File: src/rtl/wdg_pkg.sv
package wdg_pkg;
    typedef enum logic [1:0] {
        WD_IDLE  = 2'd0,
        WD_BOOT  = 2'd1,
        WD_MON   = 2'd2,
        WD_FAULT = 2'd3
    } wd_state_t;
endpackage

File: src/rtl/wdg_kick_sync.sv
module wdg_kick_sync #(
    parameter int STAGES = 2
) (
    input  logic clk,
    input  logic rst_n,
    input  logic kick_i,
    output logic edge_o
);
    logic [STAGES-1:0] sync_q;
    logic              last_q;

    always_ff @(posedge clk or negedge rst_n) begin
        if (!rst_n) begin
            sync_q <= '0;
            last_q <= 1'b0;
        end else begin
            sync_q <= {sync_q[STAGES-2:0], kick_i};
            last_q <= sync_q[STAGES-1];
        end
    end

    // Either polarity of transition counts as a kick.
    assign edge_o = sync_q[STAGES-1] ^ last_q;
endmodule

File: src/rtl/wdg_tick_cnt.sv
module wdg_tick_cnt #(
    parameter int W = 8
) (
    input  logic         clk,
    input  logic         rst_n,
    input  logic         clr,
    input  logic         inc,
    output logic [W-1:0] cnt
);
    always_ff @(posedge clk or negedge rst_n) begin
        if (!rst_n)
            cnt <= '0;
        else if (clr)
            cnt <= '0;
        else if (inc)
            cnt <= cnt + 1'b1;
    end
endmodule

File: src/rtl/wdg_boot_guard.sv
module wdg_boot_guard
    import wdg_pkg::*;
#(
    parameter int BOOT_TICKS = 1_000_000_000,
    parameter int TMO_TICKS  = 1_000_000,
    parameter int FLT_TICKS  = 1_000,
    parameter bit RST_ONLY   = 1'b0
) (
    input  logic clk,
    input  logic rst_n,
    input  logic kick_i,
    input  logic en_i,
    input  logic rst_evt_i,
    output logic fault_o,
    output logic rst_o
);
    localparam int MAX_A = (BOOT_TICKS > TMO_TICKS) ? BOOT_TICKS : TMO_TICKS;
    localparam int MAX_T = (MAX_A > FLT_TICKS) ? MAX_A : FLT_TICKS;
    localparam int CW    = $clog2(MAX_T + 1);
    localparam logic [CW-1:0] BOOT_LAST = CW'((BOOT_TICKS > 0) ? BOOT_TICKS - 1 : 0);
    localparam logic [CW-1:0] TMO_LAST  = CW'((TMO_TICKS  > 0) ? TMO_TICKS  - 1 : 0);
    localparam logic [CW-1:0] FLT_LAST  = CW'((FLT_TICKS  > 0) ? FLT_TICKS  - 1 : 0);
    localparam wd_state_t BOOT_ENTRY = (BOOT_TICKS == 0) ? WD_MON : WD_BOOT;

    wd_state_t      state, nxt;
    logic           kick_ev;
    logic           cnt_clr, cnt_inc;
    logic [CW-1:0]  cnt;

    wdg_kick_sync #(.STAGES(2)) u_sync (
        .clk    (clk),
        .rst_n  (rst_n),
        .kick_i (kick_i),
        .edge_o (kick_ev)
    );

    wdg_tick_cnt #(.W(CW)) u_cnt (
        .clk   (clk),
        .rst_n (rst_n),
        .clr   (cnt_clr),
        .inc   (cnt_inc),
        .cnt   (cnt)
    );

    // State register
    always_ff @(posedge clk or negedge rst_n) begin
        if (!rst_n)
            state <= BOOT_ENTRY;
        else
            state <= nxt;
    end

    // Next state and counter control
    always_comb begin
        nxt     = state;
        cnt_clr = 1'b0;
        cnt_inc = 1'b0;
        if (!en_i) begin
            nxt     = WD_IDLE;      // enable-off
            cnt_clr = 1'b1;
        end else if (rst_evt_i) begin
            nxt     = BOOT_ENTRY;   // reset-event
            cnt_clr = 1'b1;
        end else begin
            unique case (state)
                WD_IDLE: begin
                    nxt     = WD_MON;   // enable-on, no grace window
                    cnt_clr = 1'b1;
                end
                WD_BOOT: begin
                    if (kick_ev) begin
                        nxt     = WD_MON;   // boot-kick
                        cnt_clr = 1'b1;
                    end else if (cnt == BOOT_LAST) begin
                        nxt     = WD_FAULT; // boot-expire
                        cnt_clr = 1'b1;
                    end else begin
                        cnt_inc = 1'b1;
                    end
                end
                WD_MON: begin
                    if (kick_ev) begin
                        cnt_clr = 1'b1;     // mon-kick
                    end else if (cnt == TMO_LAST) begin
                        nxt     = WD_FAULT; // mon-timeout
                        cnt_clr = 1'b1;
                    end else begin
                        cnt_inc = 1'b1;
                    end
                end
                WD_FAULT: begin
                    if (cnt == FLT_LAST) begin
                        nxt     = BOOT_ENTRY; // fault-done
                        cnt_clr = 1'b1;
                    end else begin
                        cnt_inc = 1'b1;
                    end
                end
            endcase
        end
    end

    // Outputs decoded from the state register
    always_comb begin
        fault_o = 1'b0;
        rst_o   = 1'b0;
        if (state == WD_FAULT) begin
            if (RST_ONLY)
                rst_o = 1'b1;
            else
                fault_o = 1'b1;
        end
    end
endmodule

File: config.mk
export PLATFORM = sky130hd
export DESIGN_NAME = wdg_boot_guard
export DESIGN_NICKNAME = d
export VERILOG_FILES = /design/src/rtl/wdg_pkg.sv /design/src/rtl/wdg_kick_sync.sv /design/src/rtl/wdg_tick_cnt.sv /design/src/rtl/wdg_boot_guard.sv
export SDC_FILE = /design/constraint.sdc
export NUM_CORES = 1
export LEC_CHECK = 0
export BUFFER_PORTS_ARGS = -buffer_cell sky130_fd_sc_hd__buf_2
export CAP_MARGIN = 0
export CORE_MARGIN = 5
export CORE_UTILIZATION = 65
export DETAILED_ROUTE_END_ITERATION = 12
export HOLD_SLACK_MARGIN = 0.03
export PLACE_DENSITY_LB_ADDON = 0.2
export SKIP_LAST_GASP = 1
export SYNTH_ARGS = -nofsm -noshare
export SYNTH_HDL_FRONTEND = slang
export SYNTH_SLANG_ARGS = --single-unit
File: constraint.sdc
create_clock -name clk -period 7.3 [get_ports clk]
set_clock_uncertainty 0.2 [all_clocks]
set_input_delay 1.095 -clock clk [delete_from_list [all_inputs] [get_ports clk]]
set_output_delay 1.095 -clock clk [all_outputs]
set_load 0.05 [all_outputs]
-- Word-level counts from Yosys, hierarchy flattened
Cells that the tools add are included.
- flip-flop bits (word level): 35
- input bits: 5
- output and inout port bits: 2
- logic and storage cells: 46
- add/sub/neg operators: 1
- equal/unequal tests: 10
- mux-type cells: 27
- bitwise gates (word level): 1
- reduce and logical (&&, ||, !) cells: 3
- operators with widths (cell ; count):
    30-bit two-way mux ; 2
    30-bit by 1-bit adder with 30-bit output, second input constant ; 1
    30-bit by 10-bit == test with 1-bit output, second input constant ; 1
    30-bit by 20-bit == test with 1-bit output, second input constant ; 1
    30-bit == test, second input constant ; 1
    1-bit two-way mux ; 15
    2-bit two-way mux ; 7
    4-bit inequality test, second input constant ; 3
    2-bit case mux with 4 select lines ; 1
    5-bit inequality test, second input constant ; 1
    2-bit == test, second input constant ; 2
    1-bit case mux with 4 select lines ; 1
    4-bit AND reduction ; 1
    1-bit case mux with 3 select lines ; 1
    2-bit by 1-bit == test with 1-bit output, second input constant ; 1
    2-bit logical NOT ; 1
    2-bit nonzero test ; 1
    1-bit bitwise XOR ; 1

-- Depth between registers and ports, before layout
Gate-level depths: netlist (run 1).
- depth in word-level cells: 8
- mapped depth: 9
- depth with buffers taken out: 7

-- Modules after synthesis
Synthesis (run 1) repeated with hierarchy kept, for this count alone.
- cells, all modules: 228
- area total of the unflattened synthesis: 2224.6 µm²
- by module, submodules not included (module ; instances ; cells an instance ; area an instance (µm²) ; seq. area each (µm²)):
    wdg_tick_cnt ; 1 ; 170 ; 1640.3 ; 750.7
    wdg_boot_guard ; 1 ; 54 ; 500.5 ; 51.3
    wdg_kick_sync ; 1 ; 4 ; 83.8 ; 75.1

-- Least setup slack after synthesis (run 1)
No wires, ideal clock.
- path type: flip-flop to flip-flop
- start: register u_cnt.cnt[12]
- end: register u_cnt.cnt[1]
- library setup time: 0.120 ns
- arrival time: 2.365 ns
- required time: 6.980 ns
- path slack: 4.615 ns
- cell stages (with the launch flop): 9
- buffers on the path: 2
- period minus slack after synthesis: 2.685 ns
- cell sequence: dfrtp_1 -> or4_4 -> or4_4 -> o21ai_4 -> and3_4 -> buf_8 -> buf_12 -> mux2i_1 -> nor2_2
- cells in the longest elaborated chain, start to end: 7
- elaborated cells between the ends (all ways): 21
- classes of those cells: eq/ne (3); mux (17); reduce/logical (1)
- RTL lines (what ; RTL line ; source):
    start, declared ; wdg_tick_cnt.sv:8 ; output logic [W-1:0] cnt
    start signal, assigned ; wdg_tick_cnt.sv:16 ; cnt <= cnt + 1'b1;
    30-bit by 20-bit == test with 1-bit output / 30-bit == test (equally long branches) ; wdg_boot_guard.sv:84, wdg_boot_guard.sv:74 ;
    1-bit two-way mux (on tied branches) ; wdg_boot_guard.sv:84, wdg_boot_guard.sv:74 ;
    1-bit two-way mux (on tied branches) ; wdg_boot_guard.sv:82, wdg_boot_guard.sv:71 ;
    1-bit case mux with 4 select lines / 1-bit case mux with 3 select lines (equally long branches) ; wdg_boot_guard.sv:65 ; unique case (state)
    1-bit two-way mux ; wdg_boot_guard.sv:61 ; end else if (rst_evt_i) begin
    1-bit two-way mux ; wdg_boot_guard.sv:58 ; if (!en_i) begin
    30-bit two-way mux / 2-bit nonzero test (equally long branches) ; n/a ;
Several ways; a longest one is shown, not always the timed one.
A chain may end at the register's enable or synchronous reset.

-- Worst setup path after layout (run 1)
- start: register u_cnt.cnt[11]
- end: register u_cnt.cnt[28]
Same word-level chain as after synthesis.

==> flow_summary.json, run 1 <==
{
  "outcome": "complete, no violations",
  "worst_pin_slew_ps": 1160,
  "die_w_um": 67.8,
  "ir_drop_v": 0.000106,
  "drtIter0Drc": 245,
  "area_delta_synth_final_pct": 4.27,
  "dp_slack_ps": 4110,
  "diodes": 0,
  "grt_max_degree": 36,
  "yosysTopAreaCell": "dfrtp_1",
  "async_flop_share": 1.00,
  "maxSlewHeadroom": 0.224,
  "num_io_pins": 7,
  "clk_latency_ps": 350,
  "p_total_mw": 0.382,
  "avgSynthCellArea_um2": 9.52,
  "setup_violations": 0,
  "required_ps": 7300,
  "synth_top_area_share": 0.392,
  "htree_levels": 2,
  "grt.total_usage": 0.247,
  "numCtsBuffers": 5,
  "syn_inst": 228,
  "crit_fanout": 17,
  "period_share": 0.452,
  "most-common-layout-cells": "34 x dfrtp_1, 15 x or3_1, 13 x a21oi_2",
  "finalHoldViolCount": 0,
  "crit_type": "register to register",
  "critPathMostFrequentCell": "a21oi_1",
  "worstSetupStartpointType": "register",
  "max_stage_delay_ps": 980,
  "post_cts_resize_count": 0,
  "finalCoreUtilization": 0.689,
  "synth_edf_count": 0,
  "hold_class": "register to register",
  "overflow": 0,
  "std_cell_rows": 21,
  "synth.area.top_cells": "dfrtp_1 39%, a21oi_2 5.2%, or3_1 4.3%, or4_1 4.1%, o31ai_1 3.5%",
  "dp_hpwl_um": 3460,
  "critPathArrivalTime_ps": 3300,
  "start_util": 0.661,
  "synth_cell_types": 50,
  "worst_setup_path_end_kind": "register",
  "vias": 1881,
  "p_leak_nw": 0.778,
  "drt_wl_total_um": 4850,
  "cts.sinks": 35,
  "fmax_mhz": 303,
  "fin_crit_ps": 3300,
  "whs_ps": 166,
  "critPathSlowestCell": "o31ai_2",
  "syn_nets": 238,
  "cts_tree": "built",
  "synthFlopType": "dfrtp_1",
  "clockRootBuffer": "clkbuf_4",
  "first_pass_iters": 5,
  "final_max_slew_viol_count": 0,
  "yosysWarnings": 0,
  "tns_ps": 0,
  "antenna_left": 0,
  "dp.cells": 270,
  "layout_commonest_cell": "dfrtp_1",
  "antenna_found_initial": 0,
  "dieArea_um2": 4600,
  "instances_no_fill": 278,
  "post_cts_buffers": 0,
  "critical_path_buf_inv_count": 0,
  "cts.clk_slew.worst_paths_ps": 120,
  "routabilityCongestion": 0.923,
  "portBuffers": 5,
  "grt_pass1_vias": 1849,
  "die_h_um": 67.8,
  "design_area_um2": 2260,
  "grt_pass1_wl_um": 8430,
  "rsz0062_at_grt": "false",
  "syn-cell-area_um2": 2170,
  "fin_nets": 241,
  "hold_buffers": 0,
  "crit_family": "simple AND/OR/NAND/NOR gates",
  "final_layout_size_suffix_gt1_frac": 0.164,
  "placed_cell_area_um2": 2170,
  "core_um2": 3280,
  "seq_area_frac_synth": 0.404,
  "drc": 0,
  "clockBufferDepth": 2,
  "wl_per_cell_um": 17.4,
  "via_per_inst": 6.77,
  "power_density_nw_per_um2": 169,
  "ys_ff_latch": 35,
  "cap_violations": 0,
  "path_cells": "or4b_1 -> nor4_4 -> a21oi_1 -> o31ai_2 -> or3_1 -> a21oi_1",
  "setup_ws_ps": 4000
}
[metal layers]
layer,share of wire,up-vias,GRT usage,routed length [um]
met1,0.41,920,0.308,1990
li1,-,870,-,-
met3,0.079,4,0.0715,385
met5,0,-,0,0
met2,0.50,87,0.409,2430
met4,0.0095,0,0.0868,46
[registers in the layout (all words and copies together) (netlist names)]
signal and cells:
u_sync.sync_q 2, state 2, u_sync.last_q 1, u_cnt.cnt 30
[report_power, final]
part | internal (mW) | switching [mW]
sequential | 0.196 | 0.00134
clock | 0.0827 | 0.0693
combinational | 0.00840 | 0.0242
[path summary, 6_finish.rpt]
check / start / end / slack [ps] / cells after the start
max: u_cnt.cnt[11] / u_cnt.cnt[28] / 4000 / 6
max reg2reg: u_cnt.cnt[11] / u_cnt.cnt[28] / 4000 / 6
max in group asynchronous: rst_n / state[1] / 5790 / 1
min reg2reg: u_sync.sync_q[0] / u_sync.sync_q[1] / 170 / 0
min in group asynchronous: rst_n / u_cnt.cnt[10] / 600 / 1
min: u_sync.sync_q[0] / u_sync.sync_q[1] / 170 / 0
[kinds of logic after synthesis]
group	Yosys count	share of synthesized area
xor gates and xnor gates	7	0.0282
other	1	0.00173
muxes	1	0.00461
DFF	35	0.404
and+or+nand+nor	98	0.277
adders and majority gates	5	0.0288
buffers and inverters	20	0.0576
AOI/OAI and AO/OA	61	0.198
[synthesized netlist by cell type, types with 3 or more instances]
library cell,count
or3_1,15
a21oi_2,13
nand3_1,11
nor2_1,11
a31oi_1,5
inv_1,10
o21ai_1,11
dfrtp_1,34
or4_1,12
a21oi_1,11
buf_2,3
nand4_1,9
and3_1,4
xnor2_1,6
o31ai_1,10
nand2_1,12
ha_1,5
nor4_1,3
nor3_1,4
[worst reg2reg max path: cells and delay by family (launching register included)]
family	cells	cell delay (ps)
AND/OR/NAND/NOR	3	1280
AO/OA/AOI/OAI	3	1210
flip-flops	1	460
[final cells by class]
type | instances | area, um2
clock buffers | 6 | 51.3
multi-input cells | 173 | 1170
repair buffers | 6 | 32.5
well taps | 46 | 57.6
fillers | 270 | 1020
flip-flops and latches | 35 | 877
clock inverters | 2 | 38.8
inverters | 10 | 37.5
Power figures use the tool's default switching activity.
==> run 2, diff against run 1 <==
--- a/config.mk
+++ b/config.mk
@@ -8,7 +8,7 @@
 export BUFFER_PORTS_ARGS = -buffer_cell sky130_fd_sc_hd__buf_2
 export CAP_MARGIN = 0
 export CORE_MARGIN = 5
-export CORE_UTILIZATION = 65
+export CORE_UTILIZATION = 61
 export DETAILED_ROUTE_END_ITERATION = 12
 export HOLD_SLACK_MARGIN = 0.03
 export PLACE_DENSITY_LB_ADDON = 0.2
==> constraint.sdc (replaced) <==
create_clock -name clk -period 3.06 [get_ports clk]
set_clock_uncertainty 0.2 [all_clocks]
set_input_delay 0.459 -clock clk [delete_from_list [all_inputs] [get_ports clk]]
set_output_delay 0.459 -clock clk [all_outputs]
set_load 0.05 [all_outputs]
==> run 2 against run 1 <==
  * Register-to-register slack got worse by 3700 ps
  * First-iteration DRC count fell by 42%
  * Global-route usage fell by 2.8 points
  * Sequential power rose by 140%
  * Sequential cell count did not move
==> flow_summary.json, run 2 (synthesis gave the netlist of run 1 again) <==
{
  "outcome": "complete, no violations",
  "worst_pin_slew_ps": 777,
  "layout_commonest_cell": "dfrtp_1",
  "first_pass_iters": 4,
  "clockBufferDepth": 2,
  "tns_ps": 0,
  "power.share.clock": 0.380,
  "rrSetupSlack_ps": 270,
  "finalCoreUtilization": 0.678,
  "p_total_mw": 0.890,
  "placed_cell_area_um2": 2200,
  "num_io_pins": 7,
  "power_density_nw_per_um2": 387,
  "die_w_um": 69.7,
  "largest_register_ffs": 30,
  "crit_fanout": 28,
  "final_layout_size_suffix_gt1_frac": 0.173,
  "critPathArrivalTime_ps": 2840,
  "timing.critical_path.from": "u_cnt.cnt[13]",
  "power.internal_mw": 0.662,
  "htree_levels": 2,
  "most-common-layout-cells": "34 x dfrtp_1, 15 x or3_1, 13 x a21oi_2",
  "worst_setup_path_end_kind": "register",
  "numCtsBuffers": 5,
  "clockRootBuffer": "clkbuf_4",
  "top_regs": "u_cnt.cnt x30, state x2, u_sync.sync_q x2",
  "diodes": 0,
  "cap_violations": 0,
  "required_ps": 3110,
  "maxSlewHeadroom": 0.482,
  "switchingPower_mw": 0.228,
  "pwr-share-comb": 0.090,
  "overflow": 0,
  "crit_type": "register to register",
  "critical_path_buf_inv_count": 0,
  "start_util": 0.640,
  "dieArea_um2": 4850,
  "critPathMostFrequentCell": "or4_4",
  "dp_hpwl_um": 3440,
  "drtIter0Drc": 143,
  "drt_wl_total_um": 4870,
  "die_h_um": 69.7,
  "crit_family": "simple AND/OR/NAND/NOR gates",
  "via_per_inst": 6.49,
  "grt_pass1_wl_um": 8610,
  "path_cells": "or4_4 -> or4_4 -> o21ai_4 -> and3_4 -> mux2i_1 -> nor2_2",
  "cts.clk_slew.worst_paths_ps": 110,
  "max_stage_delay_ps": 560,
  "grt_pass1_vias": 1824,
  "routabilityCongestion": 0.897,
  "r2r_cells": 6,
  "std_cell_rows": 21,
  "largest_register": "u_cnt.cnt",
  "seq_power_share": 0.529,
  "fmax_mhz": 358,
  "p_leak_nw": 0.797,
  "period_share": 0.913,
  "core_um2": 3390,
  "critPathSlowestCell": "or4_4",
  "dp.cells": 273,
  "drc": 0,
  "area_delta_synth_final_pct": 5.82,
  "swShare": 0.256,
  "grt_max_degree": 36,
  "portBuffers": 5,
  "min_to": "state[1]",
  "hp-start": "rst_evt_i",
  "instances_no_fill": 283,
  "finalHoldViolCount": 0,
  "clk_latency_ps": 350,
  "rr_endpoint": "u_cnt.cnt[1]",
  "setup_violations": 0,
  "fin_nets": 246,
  "antenna_found_initial": 0,
  "fin_crit_ps": 2790,
  "hold_depth": 2,
  "cts_tree": "built",
  "cts.sinks": 35,
  "wl_per_cell_um": 17.2,
  "design_area_um2": 2300,
  "r2r-start": "u_cnt.cnt[13]",
  "hold_class": "input port to register",
  "grt.total_usage": 0.220,
  "worstSetupStartpointType": "register",
  "ir_drop_v": 0.000284,
  "final_max_slew_viol_count": 0,
  "vias": 1838,
  "rsz0062_at_grt": "false",
  "antenna_left": 0,
  "fill_cells": 257
}
## run 2: changes by cell type in the layout (fill, tap and decap cells not counted)
cell	previous run	this run
buf_4	1	4
clkbuf_8	1	0
clkinv_2	0	1
clkinv_4	0	1
dlygate4sd3_1	0	2
inv_6	1	0
## run 2: per-layer routing
layer  vias up  routed length [um]  part of all wire  track usage
met2        58                2380              0.49        0.358
met1       882                2140              0.44        0.274
met5         -                   0                 0            0
met3        15                 229             0.047       0.0667
li1        883                   -                 -            -
met4         0                 121             0.025       0.0830
## run 2: worst max path at each step
stage / slack, ps / end / depth (start not counted)
final: 270 / u_cnt.cnt[1] / 6
after floorplan: 380 / u_cnt.cnt[1] / 8
after detailed placement: 280 / u_cnt.cnt[1] / 6
after CTS: 270 / u_cnt.cnt[1] / 6
after global placement: 330 / u_cnt.cnt[1] / 6
after global routing: 180 / u_cnt.cnt[1] / 6
## run 2: metrics by stage
step	setup slack, ps	hold WS, ps
floorplan	375	-36.6
finish	265	96.6
global placement	333	136
detailed placement	285	141
global route	176	86.1
CTS	274	89.5
## run 2: power groups by stage
stage | Combinational, mW | Sequential (mW) | Clock (mW)
after floorplan | 0.0724 | 0.479 | 0
after global placement | 0.0753 | 0.479 | 0
after detailed placement | 0.0781 | 0.480 | 0
after CTS | 0.0802 | 0.471 | 0.345
after global routing | 0.0905 | 0.472 | 0.372
final | 0.0805 | 0.471 | 0.338
## run 2: cell type report
class / instances / area (um2) / area share
Clock buffer: 5 / 37.5 / 0.0163
Timing Repair Buffer: 11 / 75.1 / 0.0327
Tap cell: 46 / 57.6 / 0.0251
Sequential cell: 35 / 877 / 0.382
Inverter: 10 / 37.5 / 0.0163
Multi-Input combinational cell: 173 / 1170 / 0.509
Clock inverter: 3 / 43.8 / 0.0191
## run 2: what timing repair did
action	4_1_cts	5_1_grt
setup buffers	0	0
hold buffers	2	0
resized for setup	0	0
hold endpoints to repair	35	0
